## src/rtl/grid_disp_pkg.sv

```systemverilog
package grid_disp_pkg;
  typedef enum logic {
    QM_PER_STREAM = 1'b0,
    QM_SHARED     = 1'b1
  } qmode_e;
endpackage

```

## src/rtl/gd_fifo.sv

```systemverilog
module gd_fifo #(
  parameter int W     = 16,
  parameter int DEPTH = 2
) (
  input  logic         clk,
  input  logic         rst_n,
  input  logic         push,
  input  logic [W-1:0] din,
  input  logic         pop,
  output logic [W-1:0] dout,
  output logic         empty,
  output logic         full
);
  localparam int AW = (DEPTH > 1) ? $clog2(DEPTH) : 1;
  localparam int CW = $clog2(DEPTH + 1);

  logic [W-1:0]  mem [DEPTH];
  logic [AW-1:0] rd_q, wr_q;
  logic [CW-1:0] cnt_q;

  assign empty = (cnt_q == '0);
  assign full  = (cnt_q == CW'(DEPTH));
  assign dout  = mem[rd_q];

  function automatic logic [AW-1:0] adv(input logic [AW-1:0] p);
    return (p == AW'(DEPTH - 1)) ? '0 : p + 1'b1;
  endfunction

  always_ff @(posedge clk) begin
    if (push && !full) mem[wr_q] <= din;
  end

  always_ff @(posedge clk) begin
    if (!rst_n) begin
      rd_q  <= '0;
      wr_q  <= '0;
      cnt_q <= '0;
    end else begin
      if (push && !full) wr_q <= adv(wr_q);
      if (pop && !empty) rd_q <= adv(rd_q);
      case ({push && !full, pop && !empty})
        2'b10:   cnt_q <= cnt_q + 1'b1;
        2'b01:   cnt_q <= cnt_q - 1'b1;
        default: cnt_q <= cnt_q;
      endcase
    end
  end
endmodule

```

## src/rtl/gd_rr_arb.sv

```systemverilog
module gd_rr_arb #(
  parameter int N = 32
) (
  input  logic [N-1:0]         req,
  input  logic [$clog2(N)-1:0] start,
  output logic                 grant_v,
  output logic [$clog2(N)-1:0] grant_idx
);
  localparam int IW = $clog2(N);

  logic [IW:0] pos;

  always_comb begin
    grant_v   = 1'b0;
    grant_idx = '0;
    pos       = '0;
    for (int off = 0; off < N; off++) begin
      pos = {1'b0, start} + (IW+1)'(off);
      if (pos >= (IW+1)'(N)) pos = pos - (IW+1)'(N);
      if (!grant_v && req[pos[IW-1:0]]) begin
        grant_v   = 1'b1;
        grant_idx = pos[IW-1:0];
      end
    end
  end
endmodule

```

## src/rtl/gd_slot_pool.sv

```systemverilog
module gd_slot_pool #(
  parameter int NSLOT = 32,
  parameter int SW    = 5
) (
  input  logic                     clk,
  input  logic                     rst_n,
  input  logic                     alloc,
  input  logic [$clog2(NSLOT)-1:0] alloc_slot,
  input  logic [SW-1:0]            alloc_sid,
  input  logic                     cpl_v,
  input  logic [$clog2(NSLOT)-1:0] cpl_slot,
  output logic                     free_v,
  output logic [$clog2(NSLOT)-1:0] free_slot,
  output logic [$clog2(NSLOT+1)-1:0] active_cnt,
  output logic                     rel_v,
  output logic [SW-1:0]            rel_sid
);
  localparam int LW = $clog2(NSLOT);
  localparam int CW = $clog2(NSLOT + 1);

  logic [NSLOT-1:0] busy_q;
  logic [SW-1:0]    sid_q [NSLOT];

  assign rel_v   = cpl_v && busy_q[cpl_slot];
  assign rel_sid = sid_q[cpl_slot];
  assign free_v  = ~&busy_q;

  always_comb begin
    free_slot  = '0;
    active_cnt = '0;
    for (int i = NSLOT - 1; i >= 0; i--) begin
      if (!busy_q[i]) free_slot = LW'(i);
    end
    for (int i = 0; i < NSLOT; i++) begin
      active_cnt = active_cnt + CW'(busy_q[i]);
    end
  end

  always_ff @(posedge clk) begin
    if (!rst_n) begin
      busy_q <= '0;
      for (int i = 0; i < NSLOT; i++) sid_q[i] <= '0;
    end else begin
      if (alloc) begin
        busy_q[alloc_slot] <= 1'b1;
        sid_q[alloc_slot]  <= alloc_sid;
      end
      if (rel_v) busy_q[cpl_slot] <= 1'b0;
    end
  end
endmodule

```

## src/rtl/grid_dispatcher.sv

```systemverilog
module grid_dispatcher
  import grid_disp_pkg::*;
#(
  parameter int NUM_STREAMS = 32,
  parameter int STREAM_DEPTH = 2,
  parameter int NUM_SLOTS   = 32,
  parameter int SHARED_DEPTH = 4,
  parameter int SQ_CAP      = 16,
  parameter int DESC_W      = 16
) (
  input  logic                           clk,
  input  logic                           rst_n,
  input  logic                           single_mode,
  input  logic                           sub_valid,
  output logic                           sub_ready,
  input  logic [$clog2(NUM_STREAMS)-1:0] sub_stream,
  input  logic [DESC_W-1:0]              sub_desc,
  output logic                           iss_valid,
  input  logic                           iss_ready,
  output logic [$clog2(NUM_STREAMS)-1:0] iss_stream,
  output logic [$clog2(NUM_SLOTS)-1:0]   iss_slot,
  output logic [DESC_W-1:0]              iss_desc,
  input  logic                           cpl_valid,
  input  logic [$clog2(NUM_SLOTS)-1:0]   cpl_slot
);
  localparam int SW  = $clog2(NUM_STREAMS);
  localparam int LW  = $clog2(NUM_SLOTS);
  localparam int CW  = $clog2(NUM_SLOTS + 1);
  localparam int SQW = SW + DESC_W;

  qmode_e mode;
  assign mode = qmode_e'(single_mode);

  logic              fire;
  logic              sub_fire;
  logic [SW-1:0]     sel_stream;
  logic [LW-1:0]     sel_slot;

  // per-stream queues
  logic [NUM_STREAMS-1:0] q_empty, q_full, q_push, q_pop;
  logic [DESC_W-1:0]      head_d [NUM_STREAMS];

  assign sub_fire = sub_valid && sub_ready;

  for (genvar s = 0; s < NUM_STREAMS; s++) begin : g_sq
    assign q_push[s] = sub_fire && (mode == QM_PER_STREAM) && (sub_stream == SW'(s));
    assign q_pop[s]  = fire && (mode == QM_PER_STREAM) && (sel_stream == SW'(s));
    gd_fifo #(.W(DESC_W), .DEPTH(STREAM_DEPTH)) u_q (
      .clk(clk), .rst_n(rst_n),
      .push(q_push[s]), .din(sub_desc),
      .pop(q_pop[s]), .dout(head_d[s]),
      .empty(q_empty[s]), .full(q_full[s])
    );
  end

  // shared queue
  logic           sh_empty, sh_full;
  logic [SQW-1:0] sh_dout;
  logic [SW-1:0]  sh_sid;

  gd_fifo #(.W(SQW), .DEPTH(SHARED_DEPTH)) u_shared (
    .clk(clk), .rst_n(rst_n),
    .push(sub_fire && (mode == QM_SHARED)), .din({sub_stream, sub_desc}),
    .pop(fire && (mode == QM_SHARED)), .dout(sh_dout),
    .empty(sh_empty), .full(sh_full)
  );
  assign sh_sid = sh_dout[SQW-1:DESC_W];

  assign sub_ready = (mode == QM_SHARED) ? !sh_full : !q_full[sub_stream];

  // slot pool
  logic          free_v, rel_v;
  logic [LW-1:0] free_slot;
  logic [CW-1:0] active_cnt;
  logic [SW-1:0] rel_sid;

  gd_slot_pool #(.NSLOT(NUM_SLOTS), .SW(SW)) u_pool (
    .clk(clk), .rst_n(rst_n),
    .alloc(fire), .alloc_slot(sel_slot), .alloc_sid(sel_stream),
    .cpl_v(cpl_valid), .cpl_slot(cpl_slot),
    .free_v(free_v), .free_slot(free_slot), .active_cnt(active_cnt),
    .rel_v(rel_v), .rel_sid(rel_sid)
  );

  // stream activity and arbitration
  logic [NUM_STREAMS-1:0] strm_busy_q, cand;
  logic [SW-1:0]          rr_q, arb_idx;
  logic                   arb_v, sh_ok;

  assign cand = ~q_empty & ~strm_busy_q;

  gd_rr_arb #(.N(NUM_STREAMS)) u_arb (
    .req(cand), .start(rr_q), .grant_v(arb_v), .grant_idx(arb_idx)
  );

  assign sh_ok = !sh_empty && !strm_busy_q[sh_sid] && (active_cnt < CW'(SQ_CAP));

  // issue stage with stall hold
  logic          hold_q;
  logic [SW-1:0] hold_sid_q;
  logic [LW-1:0] hold_slot_q;

  always_comb begin
    if (hold_q) begin
      iss_valid  = 1'b1;
      sel_stream = hold_sid_q;
      sel_slot   = hold_slot_q;
    end else begin
      iss_valid  = free_v && ((mode == QM_SHARED) ? sh_ok : arb_v);
      sel_stream = (mode == QM_SHARED) ? sh_sid : arb_idx;
      sel_slot   = free_slot;
    end
  end

  assign iss_stream = sel_stream;
  assign iss_slot   = sel_slot;
  assign iss_desc   = (mode == QM_SHARED) ? sh_dout[DESC_W-1:0] : head_d[sel_stream];
  assign fire       = iss_valid && iss_ready;

  always_ff @(posedge clk) begin
    if (!rst_n) begin
      hold_q      <= 1'b0;
      hold_sid_q  <= '0;
      hold_slot_q <= '0;
      rr_q        <= '0;
      strm_busy_q <= '0;
    end else begin
      hold_q <= iss_valid && !iss_ready;
      if (iss_valid && !iss_ready) begin
        hold_sid_q  <= sel_stream;
        hold_slot_q <= sel_slot;
      end
      if (fire && (mode == QM_PER_STREAM))
        rr_q <= (sel_stream == SW'(NUM_STREAMS - 1)) ? '0 : sel_stream + 1'b1;
      if (fire)  strm_busy_q[sel_stream] <= 1'b1;
      if (rel_v) strm_busy_q[rel_sid]    <= 1'b0;
    end
  end
endmodule

```

## config.mk

```make
export PLATFORM = sky130hd
export DESIGN_NAME = grid_dispatcher
export DESIGN_NICKNAME = d
export VERILOG_FILES = /design/src/rtl/grid_disp_pkg.sv /design/src/rtl/gd_fifo.sv /design/src/rtl/gd_rr_arb.sv /design/src/rtl/gd_slot_pool.sv /design/src/rtl/grid_dispatcher.sv
export SDC_FILE = /design/constraint.sdc
export NUM_CORES = 2
export LEC_CHECK = 0
export BUFFER_PORTS_ARGS = -buffer_cell sky130_fd_sc_hd__buf_2
export CAP_MARGIN = 20
export CORE_ASPECT_RATIO = 1.5
export CORE_UTILIZATION = 58
export CTS_BUF_LIST = sky130_fd_sc_hd__clkbuf_16
export DETAILED_ROUTE_END_ITERATION = 8
export GPL_TIMING_DRIVEN = 0
export PLACE_DENSITY = 0.77
export SLEW_MARGIN = 15
export SYNTH_ARGS = -nofsm -noshare
export SYNTH_HDL_FRONTEND = slang
export SYNTH_HIERARCHICAL = 1
export SYNTH_SLANG_ARGS = --single-unit
```

## constraint.sdc

```tcl
create_clock -name clk -period 9.05 [get_ports clk]
set_input_delay 0.4525 -clock clk [delete_from_list [all_inputs] [get_ports clk]]
set_output_delay 0.4525 -clock clk [all_outputs]
set_load 0.05 [all_outputs]
```

# Word level (Yosys, flattened, before mapping)
# Memory sizes are Yosys's and may differ from the RTL's. A register that Yosys moved wholly into a read port is not among the register bits.
# Cells that the tools add are included.
[totals]
latch_bits = 0
rom_bits = 0
reg_bits = 215
input_bits = 32
mem_bits_rw = 1268
mem_count = 34
word_cells = 1424
output_inout_bits = 28
[classes]
order_cmp = 76
div_mod_pow = 0
shifts = 0
bitwise_logic = 11
n_eq_ne = 163
muxes = 461
addsub = 227
multipliers = 0
n_reduce_logical = 347
[mem_list]
columns = ["name", "depth", "word_bits", "rd", "rd_ports_with_merged_regs", "wr", "line_no", "rtl"]
rows = [
  ["u_pool.sid_q", 32, 5, 1, 0, 32, "gd_slot_pool.sv:22", "logic [SW-1:0] sid_q [NSLOT];"],
  ["u_shared.mem", 4, 21, 1, 1, 1, "gd_fifo.sv:17", "logic [W-1:0] mem [DEPTH];"],
  ["g_sq[0].u_q.mem", 2, 16, 1, 1, 1, "gd_fifo.sv:17", ""],
  ["g_sq[10].u_q.mem", 2, 16, 1, 1, 1, "gd_fifo.sv:17", ""],
  ["g_sq[11].u_q.mem", 2, 16, 1, 1, 1, "gd_fifo.sv:17", ""],
  ["g_sq[12].u_q.mem", 2, 16, 1, 1, 1, "gd_fifo.sv:17", ""],
  ["28 more memories", "n/a", "n/a", "n/a", "n/a", "n/a", "n/a", ""],
]
[ops]
columns = ["cell", "count"]
rows = [
  ["5-bit 2-to-1 mux", 102],
  ["1-bit 2-to-1 mux", 273],
  ["5-bit by 6-bit less-than comparator with 1-bit output, second input constant", 38],
  ["6-bit greater-or-equal comparator, second input constant", 32],
  ["32-bit 2-to-1 mux", 6],
  ["6-bit by 1-bit adder with 6-bit output", 30],
  ["1-bit logical AND", 176],
  ["1-bit binary-select mux with 5-bit select", 35],
  ["5-bit == test, second input constant", 32],
  ["5-bit by 1-bit subtractor with 5-bit output, second input constant", 32],
  ["2-bit == test, second input constant", 67],
  ["32-bit inverter", 4],
  ["2-bit case mux with 2 select lines", 32],
  ["1-bit logical NOT", 101],
  ["5-bit by 5-bit adder with 6-bit output, second input constant", 16],
  ["32-bit bitwise AND", 3],
  ["16-bit binary-select mux with 5-bit select", 1],
  ["5-bit by 4-bit == test with 1-bit output, second input constant", 16],
  ["2-bit by 1-bit adder with 2-bit output, second input constant", 34],
  ["2-bit by 1-bit == test with 1-bit output, second input constant", 33],
  ["2-bit nonzero test", 33],
  ["1-bit adder, second input constant", 64],
  ["2-bit logical NOT", 32],
  ["32-bit OR", 2],
  ["other kinds (26)", 91],
]

# Depth between registers and ports, before layout
[depth]
depth_word = 110
depth_mapped = 42
depth_no_buf = 31

# Modules after synthesis
# The synthesis kept the hierarchy.
[by_module_without_submodules]
columns = ["module", "cells_each", "area_per_inst_um2", "seq_area_each_um2", "instances"]
rows = [
  ["gd_fifo (g_sq[0].u_q ...)", 76, 1387.6, 1061.0, 32],
  ["gd_slot_pool", 861, 10362.4, 5445.2, 1],
  ["grid_dispatcher", 1018, 7726.2, 960.9, 1],
  ["gd_rr_arb", 754, 6485.0, 0.0, 1],
  ["gd_fifo (u_shared)", 165, 3538.4, 2702.6, 1],
]

# Worst setup path after synthesis
# Ideal clock, no wire load.
[synth_timing]
kind = "reg-to-reg"
start = "register rr_q[1]"
end = "register g_sq[31].u_q.cnt_q[1]"
t_arrival_ns = 8.971
required_ns = 8.980
stages_incl_launch_ff = 39
setup_ns = 0.070
period_less_slack_ns = 9.041
path_buffers = 14
setup_slack_ns = 0.009
path_cell_list = "dfxtp_1 > buf_2 > buf_6 > buf_2 > buf_2 > clkbuf_1 > inv_1 > ha_1 > buf_2 > buf_2 > clkbuf_1 > mux4_2 > mux4_2 > mux2i_1 > nand4_2 > or4b_1 > buf_6 > nor4_4 > [... 3 more ...] > a21oi_1 > mux2i_1 > o21a_1 > buf_4 > inv_2 > buf_4 > buf_2 > buf_2 > ha_1 > clkbuf_1 > and3_1 > ha_1 > inv_1 > nor2_1 > o21a_1 > ha_1 > or3_1 > a21boi_1"
[synth_between]
word_cells_on_any_way = 331
cone_classes = "add/sub: 63; order compare: 32; eq/ne: 3; mux: 165; reduce/logical: 68"
[synth_lines]
columns = ["element", "line_no", "rtl"]
rows = [
  ["from (decl)", "grid_dispatcher.sv:87", "logic [SW-1:0] rr_q, arb_idx;"],
  ["from (signal assigned)", "grid_dispatcher.sv:134", "rr_q <= (sel_stream == SW'(NUM_STREAMS - 1)) ? '0 : sel_stream + 1'b1;"],
  ["parallel branches: the longest is 97 deep, another holds 5-bit by 1-bit adder with 6-bit output", "n/a", ""],
  ["5-bit 2-to-1 mux *", "gd_rr_arb.sv:20", "if (!grant_v && req[pos[IW-1:0]]) begin"],
  ["named net arb_idx[0]", "grid_dispatcher.sv:87", ""],
  ["5-bit 2-to-1 mux *", "grid_dispatcher.sv:110", "sel_stream = (mode == QM_SHARED) ? sh_sid : arb_idx;"],
  ["5-bit 2-to-1 mux *", "grid_dispatcher.sv:104", "if (hold_q) begin"],
  ["named net iss_stream[0]", "grid_dispatcher.sv:20", "output logic [$clog2(NUM_STREAMS)-1:0] iss_stream,"],
  ["5-bit == test *", "grid_dispatcher.sv:47", "assign q_pop[s] = fire && (mode == QM_PER_STREAM) && (sel_stream == SW'(s));"],
  ["1-bit logical AND *", "grid_dispatcher.sv:47", ""],
  ["named net q_pop[31]", "grid_dispatcher.sv:40", "logic [NUM_STREAMS-1:0] q_empty, q_full, q_push, q_pop;"],
  ["1-bit logical AND *", "gd_fifo.sv:41", "case ({push && !full, pop && !empty})"],
  ["2-bit by 1-bit == test with 1-bit output or 2-bit == test (tied branches)", "gd_fifo.sv:41", ""],
  ["2-bit case mux with 2 select lines or 2-bit nonzero test (tied branches)", "n/a", ""],
  ["to (signal assigned)", "gd_fifo.sv:42", "2'b10: cnt_q <= cnt_q + 1'b1;"],
  ["to (signal assigned)", "gd_fifo.sv:43", "2'b01: cnt_q <= cnt_q - 1'b1;"],
  ["to (signal assigned)", "gd_fifo.sv:44", "default: cnt_q <= cnt_q;"],
  ["to (decl)", "gd_fifo.sv:19", "logic [CW-1:0] cnt_q;"],
]
# Mark *: on every way through the listed nets, which the timed path passes. The select of a mux whose other input is x is not followed.
# A chain may end at the register's enable or synchronous reset.

# Worst setup path after layout
[layout_timing]
start = "register rr_q[1]"
end = "output iss_desc[13]"
[layout_between]
elab_chain_len = 105
word_cells_on_any_way = 323
cone_classes = "add/sub: 63; order compare: 32; mux: 165; bitwise: 1; reduce/logical: 62"
[layout_rtl]
columns = ["element", "line_no", "rtl"]
rows = [
  ["parallel branches: the longest is 97 deep, another holds 5-bit by 1-bit adder with 6-bit output", "n/a", ""],
  ["5-bit 2-to-1 mux *", "gd_rr_arb.sv:20", ""],
  ["named net arb_idx[1]", "grid_dispatcher.sv:87", ""],
  ["5-bit 2-to-1 mux *", "grid_dispatcher.sv:110", ""],
  ["5-bit 2-to-1 mux *", "grid_dispatcher.sv:104", ""],
  ["5-bit inverter with 6-bit output (implied by the code) *", "grid_dispatcher.sv:117", "assign iss_desc = (mode == QM_SHARED) ? sh_dout[DESC_W-1:0] : head_d[sel_stream];"],
  ["16-bit binary-select mux with 5-bit select *", "grid_dispatcher.sv:117", ""],
  ["16-bit 2-to-1 mux (implied by the code) * (2 in a row)", "grid_dispatcher.sv:117", ""],
  ["16-bit 2-to-1 mux *", "grid_dispatcher.sv:117", ""],
  ["to (decl)", "grid_dispatcher.sv:22", "output logic [DESC_W-1:0] iss_desc,"],
]
# Marks and branches as above.

==> metrics <==
status finished with violations; RSZ-0062 raised after global routing yes; required time worst endpoint approximately 8.6 ns; Post-Synthesis Cells around 5200; detailed placement HPWL about 160000 um; worst hold margin roughly 0.064 ns; Worst Path Buf+Inv 12; VDD IR-drop max between 0.0005 and 0.0006 V; gpl congestion between 1 and 1.5; IO buf count 56; Die Y 435 um; Worst path max stage delay roughly 0.73 ns; vias in the first global route 48501; aggregate global routing overflow 0; via count 48989; setup TNS -0.0618 ns; full die area between 100000 and 150000 um2; Core Region between 100000 and 150000 um2; cell family with most CP delay simple AND/OR/NAND/NOR gates; Via density 6.74; Routed Antenna Nets 0; Worst slew margin 15.8%; Final Hold Vio Count 0; initial DRC count between 5000 and 6000; share of cells above drive strength 1 between 20 and 30%; hold_sp sub_stream[0]; first-pass GRT wire length roughly 330000 um; GR Util met2 about three fifths; final worst-path setup slack -0.0507 ns; clock-pin slew on the worst setup and hold paths about 0.06 ns; Clock Latency Late Sink 0.81 ns; Synth warnings 6; CTS root buf clkbuf_16; fillers between 8000 and 9000; Final Max Slew Viols 0; CTS max path bufs 3; Most common cell on crit path buf_12; violated checks negative setup slack; CTS buffer count around 140; max_cap viols 0; busiest grt layer met2; WP data arrival 8.65 ns; routing usage on met1 between 40% and 50%; final WL approximately 240000 um; CTS tree done; IO Pins 60; drt pass-1 iters 8; Pleak between 20 and 30 nW; worst hold path type input pin to flop; initial antenna violation count 7; chip width approximately 290 um; CTS Sinks 1517; worst setup path startpoint rr_q[1]; worst r2r src rr_q[1]; fin nets around 5700; starting density of the core between 50% and 60%; worst slew pin tran 1.25 ns; WS Path Type flop to primary output; Slowest cell on crit path nor4_4; largest net degree at the start of global routing 85; wire per inst 32.4 um; GRT Resource Usage Total ~37%; startpoint type of the worst setup path flop; GR Util met3 under 10%; CP endpoint kind primary output; Final Critical Period about 9.1 ns; DRC viols 0; PD cells between 200 and 300 nW/um2; fin crit share 101%; H-tree lvl count 4; Rows ~160; area grow syn2layout 13.8%; f_max 0.110 GHz; clock skew 0.0457 ns; synthesized cell area between 70000 and 80000 um2; final count of negative-setup-slack endpoints 2; syn_nets 5348; synthesized area per cell 13.9 um2; CP Max Fanout 8
-- stage by stage --
stage | power [mW] | cells | utilization, % | setup slack [ns] | area, um2
after floorplan | 12.4 | 5227 | - | 0.00945 | 72500
after global placement | 16.2 | 6883 | 60.4 | -4.57 | 74800
after detailed placement | 16.3 | 6907 | 60.7 | -4.51 | 75200
after CTS | 23.7 | 7213 | 66.1 | 0.00644 | 81800
after global routing | 25.0 | 7265 | 66.7 | -0.117 | 82500
final | 24.7 | 7268 | 66.7 | -0.0507 | 82500
-- path summary, 6_finish.rpt --
path                            cells after the start  slack, ns                     to
worst max-delay path                               30      -0.05           iss_desc[13]
worst max register to register                     35       0.11  g_sq[31].u_q/cnt_q[1]
worst min-delay path                                1       0.06    u_shared/mem[1][16]
worst min register to register                      2       0.46         hold_slot_q[0]
-- worst register-to-register path: cells and delay by family (launching register included) --
| family | cells | cell delay [ns] |
|---|---|---|
| buffers and inverters | 14 | 2.65 |
| flip-flops | 1 | 0.37 |
| multiplexers | 4 | 1.40 |
| AO/OA/AOI/OAI | 4 | 0.80 |
| AND/OR/NAND/NOR | 9 | 2.52 |
| adder cells (fa/ha/maj) | 4 | 1.13 |
-- metal layers --
layer	part of all wire, %	vias up
met5	0.0055	-
met4	11	2
met3	9.3	1041
met2	48	3212
met1	32	24289
li1	-	20445
-- where the power goes --
part	leakage (nW)	switching (mW)	total, mW	internal (mW)
logic	12.2	7.47	11.2	3.71
clock network	2.30	2.64	5.85	3.21
registers	13.5	0.0627	7.72	7.65
total	28.0	10.2	24.7	14.6
-- cells in the final DEF (no fill, tap or decap), types with 60 or more instances in the layout --
cell and n:
buf_4 144, nor2b_1 81, edfxtp_1 1268, and2_1 207, a21boi_1 64, mux2_2 548, nor3_1 63, buf_2 128
dfxtp_1 245, clkbuf_1 72, inv_1 165, nand2_1 347, a31oi_1 71, mux2i_1 124, a21oi_1 94, mux4_2 232
nor2_1 248, xnor2_1 106, ha_1 60, o21ai_0 203, clkbuf_16 146, or3_1 76
-- what timing repair did --
action | 4_1_cts | 5_1_grt
pin swaps | 33 | 34
setup endpoints to repair | 544 | 126
buffers inserted | 53 | 53
cloned | 4 | 0
gates resized for setup | 391 | 100
hold buffers | 3 | 0
hold endpoints to repair | 14 | 0
-- registers in the layout, summed over array words and instances, names as in the netlist, 32 cells and up, named ones only --
signal	count
g_sq.u_q/mem	1024
u_pool/sid_q	160
u_shared/mem	84
g_sq.u_q/cnt_q	64
g_sq.u_q/rd_q	32
g_sq.u_q/wr_q	32
strm_busy_q	32
u_pool/busy_q	32
-- area by class of cell --
type	count	area, um2	area share, %
inverters	179	718	0.870
flip-flops and latches	1517	43100	52.2
plain buffers	278	1990	2.41
well taps	1600	2000	2.43
repair buffers	195	1720	2.08
diodes	4	10.0	0.0121
clock inverters	106	822	0.996
multi-input cells	3244	28600	34.6
clock buffers	145	3630	4.40
No activity file was read; power rests on OpenSTA's default activity.
